==> config.mk <==
export PLATFORM = sky130hd
export DESIGN_NAME = sysctl_bus_wait
export DESIGN_NICKNAME = d
export VERILOG_FILES = /design/src/rtl/sysctl_pkg.sv /design/src/rtl/sysctl_regs.sv /design/src/rtl/sysctl_cedec.sv /design/src/rtl/sysctl_stall.sv /design/src/rtl/sysctl_bus_wait.sv
export SDC_FILE = /design/constraint.sdc
export NUM_CORES = 1
export LEC_CHECK = 0
export BUFFER_PORTS_ARGS = -buffer_cell sky130_fd_sc_hd__buf_2
export CAP_MARGIN = 15
export CORE_AREA = 2 2 75 91
export CTS_CLUSTER_DIAMETER = 40
export DETAILED_ROUTE_END_ITERATION = 8
export DIE_AREA = 0 0 77 93
export SLEW_MARGIN = 20
export SYNTH_ARGS = -nofsm -noshare
export SYNTH_HDL_FRONTEND = slang
export SYNTH_SLANG_ARGS = --single-unit
==> constraint.sdc <==
create_clock -name clk -period 1.3 [get_ports clk]
set_input_delay 0 -clock clk [delete_from_list [all_inputs] [get_ports clk]]
set_output_delay 0 -clock clk [all_outputs]
set_load 0.03 [all_outputs]
==> src/rtl/sysctl_pkg.sv <==
package sysctl_pkg;

    typedef enum logic {
        ST_IDLE  = 1'b0,
        ST_STALL = 1'b1
    } stall_st_t;

    typedef struct packed {
        logic [3:0] ce_en;
        logic [1:0] ce_size;
        logic [1:0] bus_mode;
    } busctl_t;

    typedef struct packed {
        logic       bus_rel_en;
        logic [1:0] op_mode;
        logic       osc_on;
        logic       clk_sel;
        logic [2:0] wait_code;
    } waitctl_t;

    localparam logic [1:0] MODE_SINGLE = 2'b00;
    localparam logic [1:0] IDX_BUS     = 2'd0;
    localparam logic [1:0] IDX_STACK   = 2'd1;
    localparam logic [1:0] IDX_WAIT    = 2'd2;

endpackage

==> src/rtl/sysctl_regs.sv <==
module sysctl_regs
    import sysctl_pkg::*;
(
    input  logic       clk,
    input  logic       rst_n,
    input  logic       reg_we,
    input  logic [1:0] reg_addr,
    input  logic [7:0] reg_wdata,
    output logic [7:0] reg_rdata,
    output busctl_t    busctl,
    output waitctl_t   waitctl,
    output logic [7:0] stack_raw,
    output logic       armed
);
    logic seen_bus_q;
    logic seen_stack_q;

    always_ff @(posedge clk or negedge rst_n) begin
        if (!rst_n) begin
            busctl       <= '0;
            waitctl      <= '0;
            stack_raw    <= '0;
            seen_bus_q   <= 1'b0;
            seen_stack_q <= 1'b0;
        end else if (reg_we) begin
            unique case (reg_addr)
                IDX_BUS: begin
                    busctl     <= busctl_t'(reg_wdata);
                    seen_bus_q <= 1'b1;
                end
                IDX_STACK: begin
                    stack_raw    <= reg_wdata;
                    seen_stack_q <= 1'b1;
                end
                IDX_WAIT: waitctl <= waitctl_t'(reg_wdata);
                default: ;
            endcase
        end
    end

    always_comb begin
        unique case (reg_addr)
            IDX_BUS:   reg_rdata = busctl;
            IDX_STACK: reg_rdata = stack_raw;
            IDX_WAIT:  reg_rdata = waitctl;
            default:   reg_rdata = 8'h00;
        endcase
    end

    assign armed = seen_bus_q & seen_stack_q;


    armed_sticky_chk: assert property (@(posedge clk) disable iff (!rst_n)
        armed |=> armed);


    stack_write_chk: assert property (@(posedge clk) disable iff (!rst_n)
        (reg_we && reg_addr == IDX_STACK) |=> (stack_raw == $past(reg_wdata)));

endmodule

==> src/rtl/sysctl_cedec.sv <==
module sysctl_cedec #(
    parameter int ADDR_W = 19,
    parameter int NCE    = 4,
    parameter int MIN_SH = 13
) (
    input  logic              acc_ext,
    input  logic [ADDR_W-1:0] bus_addr,
    input  logic [1:0]        ce_size,
    output logic [NCE-1:0]    ce_sel
);
    logic [ADDR_W-1:0] region;
    logic [2:0]        used;

    always_comb begin
        region = bus_addr >> (MIN_SH + int'(ce_size));
        unique case (ce_size)
            2'b11:   used = 3'd1;
            2'b10:   used = 3'd2;
            default: used = 3'd4;
        endcase
    end

    for (genvar n = 0; n < NCE; n++) begin : g_sel
        assign ce_sel[n] = acc_ext && (n < int'(used)) && (region == ADDR_W'(n));
    end

endmodule

==> src/rtl/sysctl_stall.sv <==
module sysctl_stall
    import sysctl_pkg::*;
#(
    parameter int WAIT_W = 3
) (
    input  logic              clk,
    input  logic              rst_n,
    input  logic              acc_ext,
    input  logic [WAIT_W-1:0] wait_code,
    output logic              ready
);
    localparam int CNT_W = WAIT_W + 1;

    stall_st_t        st_q, st_d;
    logic [CNT_W-1:0] cnt_q, cnt_d;

    always_ff @(posedge clk or negedge rst_n) begin
        if (!rst_n) begin
            st_q  <= ST_IDLE;
            cnt_q <= '0;
        end else begin
            st_q  <= st_d;
            cnt_q <= cnt_d;
        end
    end

    always_comb begin
        st_d  = st_q;
        cnt_d = cnt_q;
        unique case (st_q)
            ST_IDLE:
                if (acc_ext && wait_code != '0) begin
                    st_d  = ST_STALL;
                    cnt_d = {wait_code, 1'b0} - CNT_W'(1);
                end
            ST_STALL:
                if (cnt_q == '0) st_d  = ST_IDLE;
                else             cnt_d = cnt_q - CNT_W'(1);
        endcase
    end

    always_comb begin
        unique case (st_q)
            ST_IDLE:  ready = !(acc_ext && wait_code != '0);
            ST_STALL: ready = (cnt_q == '0);
        endcase
    end


    stall_countdown_chk: assert property (@(posedge clk) disable iff (!rst_n)
        (st_q == ST_STALL && cnt_q != '0) |=>
            (st_q == ST_STALL && cnt_q == CNT_W'($past(cnt_q) - CNT_W'(1))));


    stall_exit_chk: assert property (@(posedge clk) disable iff (!rst_n)
        (st_q == ST_STALL && cnt_q == '0) |=> (st_q == ST_IDLE));

endmodule

==> src/rtl/sysctl_bus_wait.sv <==
module sysctl_bus_wait
    import sysctl_pkg::*;
#(
    parameter int ADDR_W    = 19,
    parameter int NIRQ      = 8,
    parameter int INT_BLK_W = 12,
    parameter int INT_PAGE  = 15
) (
    input  logic              clk,
    input  logic              rst_n,
    input  logic              reg_we,
    input  logic [1:0]        reg_addr,
    input  logic [7:0]        reg_wdata,
    output logic [7:0]        reg_rdata,
    input  logic              bus_valid,
    input  logic [ADDR_W-1:0] bus_addr,
    output logic              bus_ready,
    input  logic [3:0]        port_dout,
    output logic [3:0]        ce_o,
    input  logic [NIRQ-1:0]   irq_req,
    input  logic              nmi_req,
    output logic [NIRQ-1:0]   irq_out,
    output logic              nmi_out,
    output logic [7:0]        sp_page
);
    localparam int NCE  = 4;
    localparam int HI_W = ADDR_W - INT_BLK_W;

    busctl_t    busctl;
    waitctl_t   waitctl;
    logic [7:0] stack_raw;
    logic       armed;
    logic       single;
    logic       is_int;
    logic       acc_ext;
    logic [NCE-1:0] ce_sel;

    sysctl_regs u_regs (
        .clk      (clk),
        .rst_n    (rst_n),
        .reg_we   (reg_we),
        .reg_addr (reg_addr),
        .reg_wdata(reg_wdata),
        .reg_rdata(reg_rdata),
        .busctl   (busctl),
        .waitctl  (waitctl),
        .stack_raw(stack_raw),
        .armed    (armed)
    );

    assign single  = (busctl.bus_mode == MODE_SINGLE);
    assign is_int  = (bus_addr[ADDR_W-1:INT_BLK_W] == HI_W'(INT_PAGE));
    assign acc_ext = bus_valid && !single && !is_int;

    sysctl_cedec #(.ADDR_W(ADDR_W), .NCE(NCE), .MIN_SH(13)) u_cedec (
        .acc_ext (acc_ext),
        .bus_addr(bus_addr),
        .ce_size (busctl.ce_size),
        .ce_sel  (ce_sel)
    );

    sysctl_stall #(.WAIT_W(3)) u_stall (
        .clk      (clk),
        .rst_n    (rst_n),
        .acc_ext  (acc_ext),
        .wait_code(waitctl.wait_code),
        .ready    (bus_ready)
    );

    for (genvar n = 0; n < NCE; n++) begin : g_pin
        assign ce_o[n] = (busctl.ce_en[n] && !single) ? ce_sel[n] : port_dout[n];
    end

    assign irq_out = irq_req & {NIRQ{armed}};
    assign nmi_out = nmi_req & armed;
    assign sp_page = single ? 8'h00 : stack_raw;


    ce_onehot_chk: assert property (@(posedge clk) disable iff (!rst_n)
        $onehot0(ce_sel));


    int_no_select_chk: assert property (@(posedge clk) disable iff (!rst_n)
        (bus_valid && is_int) |-> (ce_sel == '0));


    int_no_stall_chk: assert property (@(posedge clk) disable iff (!rst_n)
        (bus_valid && is_int) |-> bus_ready);


    single_no_stall_chk: assert property (@(posedge clk) disable iff (!rst_n)
        (bus_valid && single) |-> (bus_ready && ce_sel == '0));

endmodule

After elaboration in Yosys (flattened, before gate mapping)
Cells that the tools add are included.
W data, S select, Z words.
{"block": "totals", "in_bits": 46, "regBits": 31, "out_inout_bits": 30, "wordCells": 76}
{"block": "classes", "bitwise": 4, "eq_ne": 10, "n_reduce_logical": 27, "mux": 14, "n_lt_le_gt_ge": 4, "add_sub_neg": 3, "shifts": 1}
{"op": "$eq A19 B2 Y1 const B", "n": 2}
{"op": "$shr A19 B32 Y19", "n": 1}
{"op": "$pmux W8 S3", "n": 1}
{"op": "$eq A19 B1 Y1 const B", "n": 1}
{"op": "$logic_not A19 Y1", "n": 1}
{"op": "$logic_and A1 B1 Y1", "n": 15}
{"op": "$and A8 B8 Y8", "n": 1}
{"op": "$mux W4", "n": 2}
{"op": "$mux W8", "n": 1}
{"op": "$pmux W4 S2", "n": 1}
{"op": "$reduce_and A2 Y1", "n": 4}
{"op": "$sub A4 B1 Y4 const B", "n": 2}
{"op": "$eq A7 B4 Y1 const B", "n": 1}
{"op": "$eq A2 B2 Y1 const B", "n": 3}
{"op": "$lt A1 B3 Y1 const A", "n": 2}
{"op": "$lt A2 B3 Y1 const A", "n": 2}
{"op": "$mux W1", "n": 6}
{"op": "$pmux W3 S2", "n": 1}
{"op": "$add A4 B2 Y5 const A", "n": 1}
{"op": "$logic_not A2 Y1", "n": 2}
{"op": "$logic_not A4 Y1", "n": 1}
{"op": "$pmux W1 S2", "n": 2}
{"op": "$logic_not A1 Y1", "n": 3}
{"op": "$reduce_bool A3 Y1", "n": 1}
{"op": "5 further kinds", "n": 6}

Depth between registers and ports, before layout
Gate-level depths: netlist (run 1).
{"block": "depth", "word_depth": 7, "depth_mapped": 6, "depth_no_buf": 6}

Hierarchy
From an unflattened synthesis (run 1), not the netlist that was laid out.
{"block": "hier_totals", "cells_unflattened": 171, "hier_area_um2": 1919.3}
{"mod": "sysctl_regs", "seq_area_each_um2": 650.6, "area_each_um2": 1161.1, "cells_each": 76, "n_inst": 1}
{"mod": "sysctl_stall", "seq_area_each_um2": 125.1, "area_each_um2": 342.8, "cells_each": 36, "n_inst": 1}
{"mod": "sysctl_bus_wait", "seq_area_each_um2": 0.0, "area_each_um2": 217.7, "cells_each": 29, "n_inst": 1}
{"mod": "sysctl_cedec", "seq_area_each_um2": 0.0, "area_each_um2": 197.7, "cells_each": 30, "n_inst": 1}

Worst setup path before layout (run 1)
No wires, ideal clock.
{"block": "synth_path", "kind": "reg-to-output", "from": "reg u_regs.busctl[2] (netlist name)", "to": "out ce_o[2]", "required_ps": 1300, "path_stages_with_launch": 4, "path_buffers": 1, "slack_ps": -628, "arrival_time_ps": 1928, "path_cell_list": "dfrtp_1 buf_2 mux4_1 o31ai_1"}
{"block": "synth_via", "elab_chain_len": 6, "word_cells_on_any_way": 10, "cone_classes": "add/sub: 1; order compare: 1; eq/ne: 3; shift: 1; mux: 2; reduce/logical: 2"}
{"element": "branches (longest 4 deep; another with $add A4 B2 Y5)"}
{"element": "$logic_and A1 B1 Y1 *", "line": "sysctl_cedec.sv:24", "rtl": "assign ce_sel[n] = acc_ext && (n < int'(used)) && (region == ADDR_W'(n));"}
{"element": "$mux W1 *", "line": "sysctl_bus_wait.sv:71", "rtl": "assign ce_o[n] = (busctl.ce_en[n] && !single) ? ce_sel[n] : port_dout[n];"}
{"element": "end: declaration", "line": "sysctl_bus_wait.sv:19", "rtl": "output logic [3:0] ce_o,"}
Every way passes the cells marked *.

Final worst setup path (run 1)
{"block": "layout_path", "from": "reg u_regs.busctl[2] (netlist name)", "to": "out ce_o[0]"}
{"block": "layout_via", "elab_chain_len": 6, "word_cells_on_any_way": 10, "cone_classes": "add/sub: 1; order compare: 1; eq/ne: 2; shift: 1; mux: 2; reduce/logical: 3"}
{"element": "branches (longest 4 deep; another with $add A4 B2 Y5)"}
{"element": "$logic_and A1 B1 Y1 *", "line": "sysctl_cedec.sv:24"}
{"element": "$mux W1 *", "line": "sysctl_bus_wait.sv:71"}
Marked as above.

==> out/metrics.yaml, run 1 <==
finish:
  synthToLayoutAreaGrowth_pct: 61.45
  fillers: 630
  num_antenna_cells: 0
  final_core_util_pct: 46.97
  drive_gt1_share_pct: 58.36
  finalNetCount: 330
critical_path:
  cp.arrival_ps: 1880
  cp_top_family: "buffers and inverters"
  reg2reg_from: "u_regs.waitctl[0]"
  cp_max_fo: 4
  cp_cell_sequence: "buf_6 -> mux2i_1 -> mux2i_1 -> buf_4 -> o41ai_4 -> buf_4"
  cp_slowest_cell: "dfrtp_2"
  rrSetupSlack_ps: -50
  max_stage_delay_ps: 440
  cp_data_required_time_ps: 1300
  critPathKind: "flip-flop to primary output"
  timing.rr.end: "u_stall.cnt_q[2]"
  reg2reg_depth: 7
  critPathBufInv: 3
  critPathCaptureType: "primary output"
  crit_cells: 6
  worstSetupStartpointType: "flip-flop"
timing:
  worst_clock_skew_ps: 2.723
  relSlewSlack_pct: 72.69
  tns_ps: -2492
  timing.final.ws_setup_ps: -577.7
  worst_pin_slew_ps: 409.6
  min_period_ps: 1878
  report.final.slew_viol_count: 0
  rsz0062_at_grt: "true"
  fmaxAchievable_mhz: 532.6
  setup_viol: 12
  hold_viol_final: 0
  finalCritPeriodShare_pct: 144.4
routing:
  ant_nets: 0
  first_iter_violations: 68
  drc_errors: 0
  dr_total_vias: 1718
  firstDrtPassIters: 4
  via_per_inst: 4.694
  wl_per_cell_um: 14.02
  wl_um: 5132
hold_path:
  hold_start: "reg_wdata[2]"
  whs_endpoint: "u_regs.stack_raw[2]"
  whs_path_depth: 2
  hp-class: "input port to flip-flop"
synthesis:
  async_flop_share_pct: 100.0
  syn-cell-area_um2: 1841
  ys_types: 38
  yosys_warnings: 0
  netlist_top_cells_count: "31 x dfrtp_1, 24 x mux2_2, 17 x o21ai_0, 16 x nand2_1, 12 x mux2i_1"
  yosysMostFrequentCell: "dfrtp_1"
  synth_enable_flop_cells: 0
  seq_area_frac_synth_pct: 42.15
  synth_top_area_share_pct: 42.15
  yosysTopAreaCell: "dfrtp_1"
  ys_ff_latch: 31
  synth.top_cells.by_area: "dfrtp_1 42%, mux2_2 15%, mux2i_1 6.5%"
  synth_area_per_cell_um2: 10.58
  synth_ff_type: "dfrtp_1"
  synthCells: 174
  synthesis.nets: 224
pwr:
  ir_drop_mv: 0.9324
  power.static_leakage_nw: 1.413
  p_per_area_nw_per_um2: 1543
place:
  hpwl_um: 3832
  place_ws_ps: -353.4
  gp_congestion: 0.8629
  portBuffers: 63
die:
  die_w_um: 77
  chipHeight_um: 93
  core_um2: 6326
  initial_core_util_pct: 29.09
  dieArea_um2: 7161
  io-pin-count: 76
  rows: 32
clock_tree:
  cts_root_buf: "clkbuf_8"
  clkTransAtPathRegs_ps: 70
  clk_latency_ps: 280
  h-tree-depth: 2
  cts_tree: "yes"
  numCtsBuffers: 5
  clockBufferDepth: 2
  clock_sinks: 31
global_routing:
  grt_overflow: 0
  grt_pass1_vias: 1739
  grt_pass1_wl_um: 8148
  antenna_found_initial: 0
  grt_max_degree: 32
  grt_util_all_layers_pct: 14.37
outcome:
  status: "finished, violations left"
  failed_checks: "setup timing"
run:
  cap_viol_max_count: 0
-- per-stage QoR --
step | total power [mW] | hold WS, ps | cell area (µm²) | std cells
floorplan | 2.465 | -295.6 | 1872 | 174
global placement | 3.056 | 52.26 | 2475 | 345
detailed placement | 3.087 | 45.11 | 2475 | 345
CTS | 4.359 | 5.147 | 2820 | 364
global route | 4.895 | 5.290 | 2972 | 366
finish | 4.585 | 5.540 | 2972 | 366
-- registers in the layout, summed over array words and instances, names as in the netlist --
signal / cells
u_regs.busctl: 8
u_regs.stack_raw: 8
u_regs.waitctl: 8
u_stall.cnt_q: 4
u_regs.seen_bus_q: 1
u_regs.seen_stack_q: 1
u_stall.st_q: 1
-- cells by family (layout without fill, tap and decap cells) --
family	Yosys count	after routing	synth area share, %
multiplexers	37	37	22.64
AND/OR/NAND/NOR	58	58	17.88
adder cells (fa/ha/maj)	4	4	2.719
AO/OA/AOI/OAI	30	30	11.15
flip-flops	31	31	42.15
buffers and inverters	13	120	2.992
XOR/XNOR	1	1	0.4760
-- power breakdown --
| part | switching [mW] | internal [mW] | leakage [nW] |
|---|---|---|---|
| combinational | 1.10 | 1.14 | 0.992 |
| clock | 0.359 | 0.620 | 0.0612 |
| sequential | 0.181 | 1.19 | 0.360 |
| total | 1.64 | 2.94 | 1.41 |
-- final cells by class --
cell class	instances	area [µm²]	share of cell area, %
Multi-Input combinational cell	130	1167	39.28
Clock inverter	2	35.03	1.179
Tap cell	85	106.4	3.579
Timing Repair Buffer	104	773.2	26.02
Clock buffer	6	82.58	2.779
Sequential cell	31	777.0	26.15
Inverter	8	30.03	1.011
-- layout by cell type (no fill, tap or decap), types with 2 or more instances in the layout --
master	n
mux2i_1	12
o21ai_2	2
inv_2	4
nor2_1	5
nand3b_1	2
inv_1	4
nor2b_4	7
nor2b_1	2
dlygate4sd3_1	6
nand2_1	16
o21ai_1	4
nor3_1	2
and3_1	9
buf_2	47
nand3_1	2
buf_4	28
a21oi_1	2
nand2b_4	2
clkbuf_8	6
ha_4	3
buf_6	22
o21ai_0	11
mux2_2	24
dfrtp_1	30
-- per-layer routing --
layer  GRT usage [%]  up-vias  wire length [µm]
met1           16.87      836              2102
met4           3.571        0                58
met2           26.83       41              2762
li1                -      835                 -
met3           2.799        6               208
met5               0        -                 0
-- worst max-delay path by stage --
stage | from | end | slack (ps)
2_1_floorplan | u_regs.busctl[3] | ce_o[0] | -400
3_3_place_gp | u_regs.busctl[3] | ce_o[0] | -310
3_5_place_dp | u_regs.busctl[3] | ce_o[0] | -350
4_1_cts | u_regs.busctl[2] | ce_o[0] | -580
5_1_grt | u_regs.busctl[2] | ce_o[0] | -640
6_report | u_regs.busctl[2] | ce_o[0] | -580
-- what timing repair did --
| action | in CTS | in global routing |
|---|---|---|
| buffers inserted | 6 | 4 |
| endpoints found under the hold margin | 44 | 0 |
| pin swaps | 15 | 10 |
| endpoints found under the setup margin | 17 | 21 |
| gates resized for setup | 40 | 43 |
| hold buffers | 6 | 0 |
(Power assumes the default switching activity.)
==> inputs of run 2 (changes only) <==
--- a/config.mk
+++ b/config.mk
@@ -6,11 +6,12 @@
 export NUM_CORES = 1
 export LEC_CHECK = 0
 export BUFFER_PORTS_ARGS = -buffer_cell sky130_fd_sc_hd__buf_2
-export CAP_MARGIN = 15
+export CAP_MARGIN = 20
 export CORE_AREA = 2 2 75 91
 export CTS_CLUSTER_DIAMETER = 40
 export DETAILED_ROUTE_END_ITERATION = 8
 export DIE_AREA = 0 0 77 93
+export PLACE_DENSITY = 0.56
 export SLEW_MARGIN = 20
 export SYNTH_ARGS = -nofsm -noshare
 export SYNTH_HDL_FRONTEND = slang
==> out/metrics.yaml, run 2 (same netlist as run 1, synthesis figures left out) <==
place:
  place_ws_ps: -331.1  # +22.30 ps
  portBuffers: 63  # unchanged
  hpwl_um: 3875  # +1.1%
  placedCellCount: 342  # -0.87%
  gp_congestion: 0.7941  # -8.0%
  placed_cell_area_um2: 2452  # -0.91%
hold_path:
  whs_endpoint: "u_regs.waitctl[1]"
  hp-class: "input port to flip-flop"
  hold_start: "reg_wdata[1]"
  whs_path_depth: 2  # unchanged
finish:
  largest_registers: "u_regs.busctl (8), u_regs.stack_raw (8), u_regs.waitctl (8)"
  stdcell_count: 374  # +2.2%
  finalInstanceArea_um2: 2963  # -0.29%
  layout_common_cells: "43 x buf_2, 36 x buf_4, 31 x dfrtp_1, 24 x mux2_2, 24 x buf_6"
  fillers: 643  # +2.1%
  finalNetCount: 338  # +2.4%
  synthToLayoutAreaGrowth_pct: 60.98
  final_common_cell: "buf_2"
  drive_gt1_share_pct: 56.06  # -2.3 points
  num_antenna_cells: 0  # unchanged
critical_path:
  reg2reg_from: "u_stall.cnt_q[0]"
  crit_start: "u_regs.busctl[2]"
  timing.rr.end: "u_stall.cnt_q[1]"
  cp_top_family: "multiplexers"
  critPathKind: "flip-flop to primary output"
  cpMostUsedCell: "buf_4"
  cp_cell_sequence: "buf_4 -> mux4_2 -> o41ai_4 -> buf_4"
  cp_slowest_cell: "mux4_2"
  critPathCaptureType: "primary output"
  cp_max_fo: 3  # -1
  cp_data_required_time_ps: 1300  # about the same
  reg2reg_depth: 7  # unchanged
  critPathBufInv: 2  # -1
  max_stage_delay_ps: 570  # +130 ps
  worstSetupStartpointType: "flip-flop"
  rrSetupSlack_ps: -130  # -80 ps
  cp.arrival_ps: 1880  # about the same
routing:
  firstDrtPassIters: 4  # unchanged
  drc_errors: 0  # unchanged
  ant_nets: 0  # unchanged
  wl_um: 5455  # +6.3%
  dr_total_vias: 1732  # +0.81%
  via_per_inst: 4.631  # -1.3%
  first_iter_violations: 43  # -37%
  wl_per_cell_um: 14.59  # +4.0%
timing:
  worst_clock_skew_ps: 2.863  # +0.1402 ps
  finalCritPeriodShare_pct: 144.7  # +0.28 points
  timing.final.ws_setup_ps: -581.4  # -3.673 ps
  min_period_ps: 1881  # +3.673 ps
  relSlewSlack_pct: 71.57  # -1.1 points
  hold-worst-slack_ps: 11.10  # +5.556 ps
  rsz0062_at_grt: "true"
  report.final.slew_viol_count: 0  # unchanged
  fmaxAchievable_mhz: 531.5  # -0.20%
  setup_viol: 21  # +9
  hold_viol_final: 0  # unchanged
  worst_pin_slew_ps: 425.4  # +15.81 ps
pwr:
  internal-power_mw: 2.787  # -5.3%
  p_total_mw: 4.452  # -2.9%
  sw_frac_of_total_pct: 37.40  # +1.6 points
  p_seq_share_pct: 31.0  # +1.2 points
  p_per_area_nw_per_um2: 1503  # -2.6%
  p_comb_share_pct: 52.8  # +4.0 points
  net-switching-power_mw: 1.665  # +1.4%
  power.static_leakage_nw: 1.407  # -0.46%
  ir_drop_mv: 1.078  # +16%
  clock_power_share_pct: 16.2  # -5.2 points
global_routing:
  antenna_found_initial: 0  # unchanged
  grt_util_all_layers_pct: 14.91  # +0.54 points
  grt_pass1_vias: 1735  # -0.23%
  grt_max_degree: 32  # unchanged
  grt_overflow: 0  # unchanged
  grt_pass1_wl_um: 8286  # +1.7%
die:
  initial_core_util_pct: 29.09  # unchanged
  dieArea_um2: 7161  # unchanged
  die_w_um: 77  # unchanged
  io-pin-count: 76  # unchanged
  core_um2: 6326  # unchanged
  rows: 32  # unchanged
  chipHeight_um: 93  # unchanged
clock_tree:
  cts_root_buf: "clkbuf_8"
  clock_sinks: 31  # unchanged
  h-tree-depth: 2  # unchanged
  clk_latency_ps: 280  # about the same
  cts_tree: "yes"
  clkTransAtPathRegs_ps: 60  # about the same
  clockBufferDepth: 2  # unchanged
  numCtsBuffers: 5  # unchanged
outcome:
  status: "finished, violations left"
  failed_checks: "setup timing"
run:
  cap_viol_max_count: 0  # unchanged
==> run 2: cell types whose count changed in the layout (fill, tap and decap cells not counted), sizes merged <==
cell,before,now
clkbuf,6,7
buf,98,104
bufinv,1,0
dlygate4sd3,6,8
==> run 2: worst register-to-register path, cell delays in order (launching register included) <==
cell	delay (ps)
dfrtp_1	400
inv_2	100
ha_4	150
nand4bb_1	150
buf_4	170
nand2_1	80
o32ai_1	110
a21o_1	170
==> run 2: cell type report <==
type | count | area, µm² | area share [%]
Timing Repair Buffer | 112 | 855.8 | 28.89
Multi-Input combinational cell | 130 | 1114 | 37.58
Clock buffer | 7 | 76.32 | 2.576
Clock inverter | 1 | 5.005 | 0.1689
Tap cell | 85 | 106.4 | 3.590
Sequential cell | 31 | 775.7 | 26.18
Inverter | 8 | 30.03 | 1.014
==> run 2: metrics by stage <==
step           util, %  TNS, ps
2_1_floorplan        -    -1416
3_3_place_gp     38.77    -1346
3_5_place_dp     38.77    -1462
4_1_cts          44.82    -3721
5_1_grt          46.84    -7763
6_report         46.84    -6527
==> run 2: repair_timing <==
| item | in CTS | in global routing |
|---|---|---|
| setup buffers | 9 | 14 |
| pin swaps | 14 | 8 |
| setup endpoints to repair | 18 | 25 |
| hold buffers | 8 | 0 |
| endpoints found under the hold margin | 48 | 0 |
| gates resized for setup | 56 | 23 |
==> run 2: worst max-delay path by stage <==
stage                     endpoint  cells after the start  slack [ps]
after floorplan            ce_o[0]                      5        -400
after global placement     ce_o[0]                      5        -320
after detailed placement   ce_o[0]                      5        -330
after CTS                  ce_o[0]                      6        -600
after global routing       ce_o[0]                      4        -640
final                      ce_o[0]                      4        -580
==> run 2: power by group through the flow <==
stage	registers (mW)	clock network (mW)	logic (mW)
floorplan	1.33	0	1.13
global placement	1.37	0	1.66
detailed placement	1.37	0	1.67
CTS	1.37	0.750	2.07
global route	1.41	0.789	2.52
finish	1.38	0.720	2.35
==> run 2: metal layers <==
layer | wire length, µm | vias up | GRT usage [%]
met5 | 0 | - | 0
met3 | 194 | 4 | 3.282
met1 | 2209 | 837 | 16.38
met4 | 46 | 0 | 4.464
li1 | - | 853 | -
met2 | 3003 | 38 | 28.51
